[config.mk]
export PLATFORM = sky130hd
export DESIGN_NAME = cfgx_bridge
export DESIGN_NICKNAME = d
export VERILOG_FILES = /design/src/rtl/cfgx_pkg.sv /design/src/rtl/cfgx_sel_reg.sv /design/src/rtl/cfgx_xlate.sv /design/src/rtl/cfgx_local_bank.sv /design/src/rtl/cfgx_bridge.sv
export SDC_FILE = /design/constraint.sdc
export NUM_CORES = 1
export LEC_CHECK = 0
export BUFFER_PORTS_ARGS = -buffer_cell sky130_fd_sc_hd__buf_2
export CAP_MARGIN = 15
export CORE_ASPECT_RATIO = 1.75
export CORE_UTILIZATION = 35
export DETAILED_ROUTE_END_ITERATION = 10
export PLACE_DENSITY_LB_ADDON = 0.2
export SYNTH_ARGS = -nofsm -noshare
export SYNTH_HDL_FRONTEND = slang
export SYNTH_SLANG_ARGS = --single-unit
[constraint.sdc]
create_clock -name clk -period 3.2 [get_ports clk]
set_input_delay 0.48 -clock clk [delete_from_list [all_inputs] [get_ports clk]]
set_output_delay 0.48 -clock clk [all_outputs]
set_load 0.005 [all_outputs]
[src/rtl/cfgx_pkg.sv]
package cfgx_pkg;

  typedef struct packed {
    logic       en;
    logic [7:0] bus;
    logic [4:0] dev;
    logic [2:0] fn;
    logic [5:0] dw;
  } cfg_sel_t;

  typedef enum logic [1:0] {ST_IDLE, ST_BUS, ST_RESP} cfg_state_t;

  function automatic logic [31:0] sel_to_word(cfg_sel_t s);
    return {s.en, 7'b0, s.bus, s.dev, s.fn, s.dw, 2'b00};
  endfunction

  function automatic cfg_sel_t word_to_sel(logic [31:0] w);
    cfg_sel_t s;
    s.en  = w[31];
    s.bus = w[23:16];
    s.dev = w[15:11];
    s.fn  = w[10:8];
    s.dw  = w[7:2];
    return s;
  endfunction

endpackage

[src/rtl/cfgx_sel_reg.sv]
module cfgx_sel_reg
  import cfgx_pkg::*;
(
  input  logic        clk,
  input  logic        rst_n,
  input  logic        load,
  input  logic [31:0] wdata,
  output cfg_sel_t    sel
);
  always_ff @(posedge clk) begin
    if (!rst_n)    sel <= '0;
    else if (load) sel <= word_to_sel(wdata);
  end
endmodule

[src/rtl/cfgx_xlate.sv]
module cfgx_xlate
  import cfgx_pkg::*;
#(
  parameter int IDSEL_BASE = 11,
  parameter int LOCAL_DEVS = 2
) (
  input  cfg_sel_t    sel,
  output logic [31:0] ad,
  output logic        is_local,
  output logic        no_idsel
);
  localparam int IDSEL_W = 32 - IDSEL_BASE;
  localparam int MAX_DEV = IDSEL_W - 1;

  logic [IDSEL_W-1:0] idsel;
  logic               type1;

  genvar g;
  generate
    for (g = 0; g < IDSEL_W; g++) begin : g_idsel
      if (g < LOCAL_DEVS) begin : g_local
        assign idsel[g] = 1'b0;
      end else begin : g_line
        assign idsel[g] = (sel.dev == 5'(g));
      end
    end
  endgenerate

  assign type1    = (sel.bus != 8'h00);
  assign is_local = !type1 && (32'(sel.dev) < LOCAL_DEVS);
  assign no_idsel = !type1 && (32'(sel.dev) > MAX_DEV);

  always_comb begin
    if (type1) ad = {8'h00, sel.bus, sel.dev, sel.fn, sel.dw, 2'b01};
    else       ad = {idsel, sel.fn, sel.dw, 2'b00};
  end
endmodule

[src/rtl/cfgx_local_bank.sv]
module cfgx_local_bank #(
  parameter int NDEV   = 2,
  parameter int NWORDS = 8
) (
  input  logic        clk,
  input  logic        rst_n,
  input  logic        we,
  input  logic [4:0]  dev,
  input  logic [2:0]  fn,
  input  logic [5:0]  dw,
  input  logic [3:0]  be,
  input  logic [31:0] wdata,
  output logic [31:0] rdata
);
  localparam int DIW = (NDEV > 1) ? $clog2(NDEV) : 1;
  localparam int WIW = (NWORDS > 1) ? $clog2(NWORDS) : 1;

  logic [31:0] mem [NDEV][NWORDS];
  logic        hit;
  logic [DIW-1:0] di;
  logic [WIW-1:0] wi;

  assign hit = (fn == 3'd0) && (32'(dw) < NWORDS) && (32'(dev) < NDEV);
  assign di  = dev[DIW-1:0];
  assign wi  = dw[WIW-1:0];

  always_ff @(posedge clk) begin
    if (!rst_n) begin
      for (int d = 0; d < NDEV; d++)
        for (int w = 0; w < NWORDS; w++)
          mem[d][w] <= '0;
    end else if (we && hit) begin
      for (int b = 0; b < 4; b++)
        if (be[b]) mem[di][wi][8*b +: 8] <= wdata[8*b +: 8];
    end
  end

  assign rdata = hit ? mem[di][wi] : 32'h0;
endmodule

[src/rtl/cfgx_bridge.sv]
module cfgx_bridge
  import cfgx_pkg::*;
#(
  parameter logic [15:0] SEL_PORT   = 16'h0CF8,
  parameter logic [15:0] DATA_PORT  = 16'h0CFC,
  parameter int          IDSEL_BASE = 11,
  parameter int          LOCAL_DEVS = 2,
  parameter int          LOCAL_WORDS = 8
) (
  input  logic        clk,
  input  logic        rst_n,
  input  logic        cpu_valid,
  output logic        cpu_ready,
  input  logic        cpu_write,
  input  logic [15:0] cpu_addr,
  input  logic [3:0]  cpu_be,
  input  logic [31:0] cpu_wdata,
  output logic [31:0] cpu_rdata,
  output logic        bus_valid,
  input  logic        bus_done,
  output logic        bus_write,
  output logic [31:0] bus_ad,
  output logic [3:0]  bus_be,
  output logic [31:0] bus_wdata,
  input  logic [31:0] bus_rdata,
  input  logic        bus_abort,
  output logic        ma_status,
  input  logic        ma_clear
);
  cfg_state_t  state;
  cfg_sel_t    sel;
  logic [31:0] xl_ad;
  logic        xl_local, xl_noidsel;
  logic [31:0] bank_rd;
  logic        noidsel_q;
  logic        start, hit_sel, hit_data, sel_load, bank_we, go_bus, abort_set;

  assign start    = (state == ST_IDLE) && cpu_valid;
  assign hit_sel  = (cpu_addr[15:2] == SEL_PORT[15:2]);
  assign hit_data = (cpu_addr[15:2] == DATA_PORT[15:2]);
  assign sel_load = start && hit_sel && cpu_write && (cpu_be == 4'hF);
  assign bank_we  = start && hit_data && sel.en && xl_local && cpu_write;
  assign go_bus   = start && hit_data && sel.en && !xl_local;
  assign abort_set = (state == ST_BUS) && bus_done && (bus_abort || noidsel_q);

  cfgx_sel_reg u_sel (
    .clk(clk), .rst_n(rst_n), .load(sel_load), .wdata(cpu_wdata), .sel(sel)
  );

  cfgx_xlate #(.IDSEL_BASE(IDSEL_BASE), .LOCAL_DEVS(LOCAL_DEVS)) u_xlate (
    .sel(sel), .ad(xl_ad), .is_local(xl_local), .no_idsel(xl_noidsel)
  );

  cfgx_local_bank #(.NDEV(LOCAL_DEVS), .NWORDS(LOCAL_WORDS)) u_bank (
    .clk(clk), .rst_n(rst_n), .we(bank_we), .dev(sel.dev), .fn(sel.fn),
    .dw(sel.dw), .be(cpu_be), .wdata(cpu_wdata), .rdata(bank_rd)
  );

  always_ff @(posedge clk) begin
    if (!rst_n) begin
      state     <= ST_IDLE;
      cpu_rdata <= '0;
      bus_ad    <= '0;
      bus_be    <= '0;
      bus_write <= 1'b0;
      bus_wdata <= '0;
      noidsel_q <= 1'b0;
    end else begin
      case (state)
        ST_IDLE: if (cpu_valid) begin
          if (go_bus) begin
            bus_ad    <= xl_ad;
            bus_be    <= cpu_be;
            bus_write <= cpu_write;
            bus_wdata <= cpu_wdata;
            noidsel_q <= xl_noidsel;
            state     <= ST_BUS;
          end else begin
            if (hit_sel)                        cpu_rdata <= sel_to_word(sel);
            else if (hit_data && sel.en)        cpu_rdata <= bank_rd;
            else                                cpu_rdata <= '1;
            state <= ST_RESP;
          end
        end
        ST_BUS: if (bus_done) begin
          cpu_rdata <= (bus_abort || noidsel_q) ? '1 : bus_rdata;
          state     <= ST_RESP;
        end
        default: state <= ST_IDLE;
      endcase
    end
  end

  always_ff @(posedge clk) begin
    if (!rst_n)         ma_status <= 1'b0;
    else if (abort_set) ma_status <= 1'b1;
    else if (ma_clear)  ma_status <= 1'b0;
  end

  assign bus_valid = (state == ST_BUS);
  assign cpu_ready = (state == ST_RESP);
endmodule

==> metrics.csv, run 1 <==
stage;metric;value;unit
logic_synthesis;yosysMostFrequentCell;edfxtp_1;
logic_synthesis;synth_top_area_cell;edfxtp_1;
pwr;p_seq_frac;0.525;
logic_synthesis;syn_area;27200;sq um
global_route;grt_use_met2;0.433;
drt;drt_drc_violations_left;0;
logic_synthesis;ys_types;53;
global_route;gr-total-overflow;0;
global_route;grt_pass1_wl;134000;um
pwr;vdd_drop_max;0.448;mV
final_layout;drive_above_1_share;0.204;
pwr;p_clk_frac;0.429;
pwr;pwr-share-comb;0.045;
global_route;grt_pass1_vias;19600;
global_route;grt_max_degree;85;
timing;slew_violations;0;
timing;setup_violations;0;
cts;clock_latency;0.65;ns
drt;via_per_inst;5.46;
die;core-area;76600;sq um
die;die_h;371;um
logic_synthesis;syn-num-nets;2268;
worst_setup_path;crit_type;reg2reg;
timing;timing_hold_violations_final;0;
placement;place.gp.congestion;0.853;
global_route;grt_antenna_before_repair;3;
die;die_area;78800;sq um
logic_synthesis;postSynthAreaPerCell;12.5;sq um
outcome;status;finished clean;
logic_synthesis;ys_ff_latch;640;
logic_synthesis;yosysSeqAreaShare;0.660;
die;core.rowCount;134;
cts;cts_tree;done;
timing;setup_tns;0;ns
final_layout;antenna_cells;0;
timing;relSlewSlack;0.341;
placement;dp_cells;3408;
cts;cts_max_level;2;
logic_synthesis;ys_warn_count;0;
die;die_w;213;um
worst_setup_path;required;3.54;ns
drt;routed-via-count;19200;
worst_setup_path;arrival;3.43;ns
pwr;intPower;13.9;mW
drt;drt_iter0_drc;1604;
cts;cts_setup_buffers;0;
global_route;grtUsageTotal;0.238;
drt;dr.pass1.iters;7;
timing;worst_slack;0.117;ns
final_layout;nFillCells;7229;
placement;post-dp-hpwl;66500;um
worst_setup_path;start_kind;register;
logic_synthesis;async_flop_share;0;
logic_synthesis;synthFlopType;edfxtp_1;
global_route;grtUsageMet1;0.276;
pwr;leakagePower;11.3;nW
logic_synthesis;synth_common_cells;512 x edfxtp_1, 326 x nor2_1, 260 x mux2i_1;
worst_setup_path;rrSetupSlack;0.12;ns
cts;root_buffer;clkbuf_16;
logic_synthesis;yosys-top-cells-area;edfxtp_1 57%, mux2i_1 9.6%, dfxtp_1 9.4%;
placement;pre_cts_slack;0.158;ns
pwr;switchingPower;3.91;mW
cts;cts_resized;0;
timing;clock_skew;0.0311;ns
worst_setup_path;crit_fanout;20;
timing;grt_setup_unrepaired;false;
cts;cts_sinks;640;
drt;ant_nets;0;
die;initial_core_util;0.355;
final_layout;synthToLayoutAreaGrowth;19.2;%
cts;ctsHoldBuffers;0;
pwr;swShare;0.220;
final_layout;finalNonFillerCells;3522;
cts;clock_path_buffers;3;
placement;placed_cell_area;30300;sq um
die;ios;195;
timing;period_minus_slack;3.08;ns
min_path;hp-class;in2reg;
timing;timing.fmax;0.324;GHz
logic_synthesis;yosys.area.top_type_share;0.566;
run;max_cap_violations;0;
timing;min_period_over_period;0.964;
cts;clk_pin_slew;0.07;ns
timing;worst_pin_slew;0.989;ns
worst_setup_path;end_kind;register;
cts;cts_made_buffers;60;
placement;port_buffers;191;
logic_synthesis;synthCells;2177;
final_layout;final_nets;2541;
pwr;powerDensity;548;nW/um^2
global_route;busiest_layer;met2;
drt;wl_per_cell;26.5;um
pwr;power.total;17.8;mW
drt;drt_wl_total;93500;um
global_route;grt_use_met3;0.0308;
logic_synthesis;synth_edf_count;512;
final_layout;post-route-cell-area;32400;sq um
worst paths after layout:
kind | startpoint | to | cells after the start
min reg2reg | bus_wdata[27]$_SDFFE_PN0P_ | bus_wdata[27]$_SDFFE_PN0P_ | 2
max | u_sel.sel[17]$_SDFFE_PN0P_ | u_bank.mem[0][129]$_SDFFCE_PN0P_ | 8
max reg2reg | u_sel.sel[17]$_SDFFE_PN0P_ | u_bank.mem[0][129]$_SDFFCE_PN0P_ | 8
min | cpu_wdata[12] | bus_wdata[12]$_SDFFE_PN0P_ | 3
worst max-delay path, cell delays in order (launching register included):
cell     delay, ns
dfxtp_1       0.32
or4_4         0.55
or3_1         0.47
nor4_2        0.24
buf_4         0.21
nand2_1       0.12
buf_12        0.20
o21ai_0       0.41
buf_4         0.23
layer usage:
metal	up-vias	share of wire
met5	-	0
met4	0	0.046
met2	717	0.52
li1	8645	-
met3	167	0.050
met1	9690	0.39
state kept, by name (all words and copies together), names as in the netlist, 2 cells and up, named ones only:
| register | flops |
|---|---|
| bus_ad | 31 |
| u_sel.sel | 23 |
| bus_wdata | 32 |
| u_bank.mem | 512 |
| cpu_rdata | 32 |
| state | 2 |
| bus_be | 4 |
cell families (layout without fill, tap and decap cells):
group / count (synthesis) / count (layout) / synth area share
buffers and inverters: 168 / 493 / 0.0240
muxes: 274 / 274 / 0.104
AOI/OAI and AO/OA: 411 / 411 / 0.0985
other: 1 / 1 / 0.000138
and+or+nand+nor: 683 / 683 / 0.114
DFF: 640 / 640 / 0.660
stage by stage:
stage	hold slack (ns)	util
2_1_floorplan	0.427	-
3_3_place_gp	0.439	0.396
3_5_place_dp	0.441	0.396
4_1_cts	0.0778	0.423
5_1_grt	0.107	0.423
6_report	0.118	0.423
cell usage in the layout, fill, tap and decap left out, types with 9 or more instances in the layout:
cell type,instances
edfxtp_1,512
nor2_1,325
o21ai_0,140
clkinv_2,9
nand2_1,169
mux2i_1,260
a22oi_1,124
buf_4,177
and2_1,65
o311a_1,13
dfxtp_1,127
o221a_2,10
clkbuf_16,67
a32o_1,10
nand3_1,30
a21oi_1,63
o211ai_1,28
nand4_1,22
buf_2,190
clkbuf_1,13
power by group through the flow:
| stage | Clock (mW) | Sequential [mW] | Combinational (mW) |
|---|---|---|---|
| 2_1_floorplan | 0 | 9.49 | 0.348 |
| 3_3_place_gp | 0 | 9.50 | 0.791 |
| 3_5_place_dp | 0 | 9.51 | 0.803 |
| 4_1_cts | 7.77 | 9.33 | 0.805 |
| 5_1_grt | 8.05 | 9.35 | 0.854 |
| 6_report | 7.63 | 9.33 | 0.803 |
layout make-up:
class,instances,area [sq um],share of cell area
clock buffers,83,1770,0.0545
well taps,1020,1280,0.0394
clock inverters,31,342,0.0105
multi-input cells,1369,8650,0.267
inverters,5,21.3,0.000656
flip-flops and latches,640,17900,0.554
repair buffers,374,2420,0.0747
Power figures use the tool's default switching activity.
==> run 2: changes to the inputs <==
Settings changed: RECOVER_POWER from default to 25.
==> metrics.csv, run 2 (synthesis gave the netlist of run 1 again) <==
stage;metric;value;unit;change
outcome;status;finished with violations;;was finished clean
outcome;violations;max-capacitance violations, max-slew violations;;
timing;relSlewSlack;-0.286;;was 0.341
pwr;vdd_drop_max;0.446;mV;was 0.448 mV
placement;place.gp.congestion;0.853;;unchanged
worst_setup_path;arrival;3.43;ns;about the same
worst_setup_path;cpPeakStageDelay;0.55;ns;about the same
worst_setup_path;critPathLaunch;u_sel.sel[17]$_SDFFE_PN0P_;;unchanged
die;die_area;78800;sq um;unchanged
timing;clock_skew;0.0313;ns;was 0.0311 ns
worst_setup_path;path_buf_inv;3;;unchanged
cts;cts_resized;0;;unchanged
cts;cts_made_buffers;60;;unchanged
die;core.rowCount;134;;unchanged
final_layout;final_nets;2541;;unchanged
die;ios;195;;unchanged
final_layout;final_common_cell;edfxtp_1;;unchanged
worst_setup_path;start_kind;register;;unchanged
min_path;hold_start;cpu_wdata[12];;unchanged
cts;cts_setup_buffers;0;;unchanged
placement;post-dp-hpwl;66500;um;unchanged
cts;ctsHoldBuffers;0;;unchanged
final_layout;top_register;u_bank.mem;;unchanged
worst_setup_path;end_kind;register;;unchanged
global_route;grt_pass1_vias;19600;;unchanged
final_layout;antenna_cells;0;;unchanged
worst_setup_path;path_cells;or4_4 -> or3_1 -> nor4_2 -> buf_4 -> nand2_1 -> buf_12 -> o21ai_0 -> buf_4;;unchanged
drt;wl_per_cell;26.6;um;was 26.5 um
drt;routed-via-count;19200;;about the same
worst_setup_path;cpMostUsedCell;buf_4;;unchanged
timing;min_period_over_period;0.965;;was 0.964
drt;dr.pass1.iters;7;;unchanged
pwr;power.total;17.8;mW;about the same
placement;port_buffers;191;;unchanged
timing;period_minus_slack;3.09;ns;was 3.08 ns
timing;timing_hold_violations_final;0;;unchanged
global_route;grt_max_degree;85;;unchanged
worst_setup_path;cp_top_family;simple AND/OR/NAND/NOR gates;;unchanged
pwr;powerDensity;550;nW/um^2;was 548 nW/um^2
worst_setup_path;required;3.54;ns;about the same
cts;cts_max_level;2;;unchanged
cts;clk_pin_slew;0.07;ns;about the same
final_layout;synthToLayoutAreaGrowth;18.8;%;was 19.2%
global_route;grtUsageTotal;0.238;;unchanged
die;core-area;76600;sq um;unchanged
die;die_w;213;um;unchanged
final_layout;final_cell_mix;512 x edfxtp_1, 325 x nor2_1, 260 x mux2i_1, 172 x buf_4, 169 x nand2_1;;was 512 x edfxtp_1, 325 x nor2_1, 260 x mux2i_1, 190 x buf_2, 177 x buf_4
die;initial_core_util;0.355;;unchanged
worst_setup_path;crit_fanout;20;;unchanged
worst_setup_path;r2r_start;u_sel.sel[17]$_SDFFE_PN0P_;;unchanged
global_route;gr-total-overflow;0;;unchanged
timing;worst_slack;0.111;ns;was 0.117 ns
global_route;grt_pass1_wl;134000;um;unchanged
timing;hold_ws;0.118;ns;about the same
timing;grt_setup_unrepaired;false;;unchanged
drt;drt_drc_violations_left;0;;unchanged
min_path;hp-class;in2reg;;unchanged
drt;ant_nets;0;;unchanged
final_layout;largestRegisters;u_bank.mem: 512 flops, bus_wdata: 32 flops, cpu_rdata: 32 flops;;unchanged
die;die_h;371;um;unchanged
pwr;leakagePower;11.0;nW;was 11.3 nW
drt;via_per_inst;5.46;;about the same
timing;setup_tns;0;ns;unchanged
worst_setup_path;slowest_stage;or4_4;;unchanged
cts;cts_sinks;640;;unchanged
run;max_cap_violations;1;;was 0
timing;worst_pin_slew;1.93;ns;was 0.989 ns
cts;root_buffer;clkbuf_16;;unchanged
timing;timing.fmax;0.324;GHz;about the same
placement;pre_cts_slack;0.158;ns;unchanged
final_layout;largest_reg_flops;512;;unchanged
drt;drt_wl_total;93500;um;about the same
drt;drt_iter0_drc;1521;;was 1604
cts;clock_latency;0.65;ns;about the same
final_layout;drive_above_1_share;0.171;;was 0.204
worst_setup_path;crit_type;reg2reg;;unchanged
timing;setup_violations;0;;unchanged
cts;cts_tree;done;;unchanged
cts;clock_path_buffers;3;;unchanged
global_route;grt_antenna_before_repair;3;;unchanged
timing;slew_violations;85;;was 0
-- run 2: cell count changes in the layout (fill, tap and decap cells not counted), sizes merged --
cell / previous run / this run
inv: 8 / 7
clkinvlp: 2 / 3
clkbuf: 83 / 167
buf: 374 / 290
-- run 2: path summary, 6_finish.rpt --
check,end,slack (ns),depth (start not counted)
worst min-delay path,bus_wdata[12]$_SDFFE_PN0P_,0.12,3
worst max-delay path,u_bank.mem[0][129]$_SDFFCE_PN0P_,0.11,8
worst max register to register,u_bank.mem[0][129]$_SDFFCE_PN0P_,0.11,8
worst min register to register,bus_wdata[27]$_SDFFE_PN0P_,0.45,2
-- run 2: cell type report --
class	count	area, sq um
clock buffer	83	1770
clock inverter	31	342
fill	7287	44300
inverter	5	20.0
multi-input combinational	1369	8650
sequential	640	17900
tap	1020	1280
timing repair buffer	374	2300
-- run 2: metal layers --
layer	track usage	wire length (um)	share of wire	vias to the layer above
met5	0	0	0	-
met4	0.106	4260	0.046	0
met3	0.0308	4970	0.053	161
met2	0.433	48700	0.52	729
met1	0.276	35600	0.38	9695
li1	-	-	-	8649
-- run 2: metrics by stage --
step | utilization | instance area [sq um] | instances
6_report | 0.422 | 32300 | 3522
2_1_floorplan | - | 27200 | 2177
3_5_place_dp | 0.396 | 30300 | 3408
3_3_place_gp | 0.396 | 30300 | 3408
4_1_cts | 0.423 | 32400 | 3522
5_1_grt | 0.422 | 32300 | 3522
-- run 2: power by group --
part / leakage, nW / total, mW / switching, mW / internal [mW]
clock: 1.03 / 7.63 / 3.27 / 4.36
combinational: 3.74 / 0.793 / 0.540 / 0.253
sequential: 6.23 / 9.33 / 0.0993 / 9.23
-- run 2: tightest hold or removal path, cell delays in order --
cell and delay, ns:
buf_2 0.13, nand2_1 0.06, a21oi_1 0.05
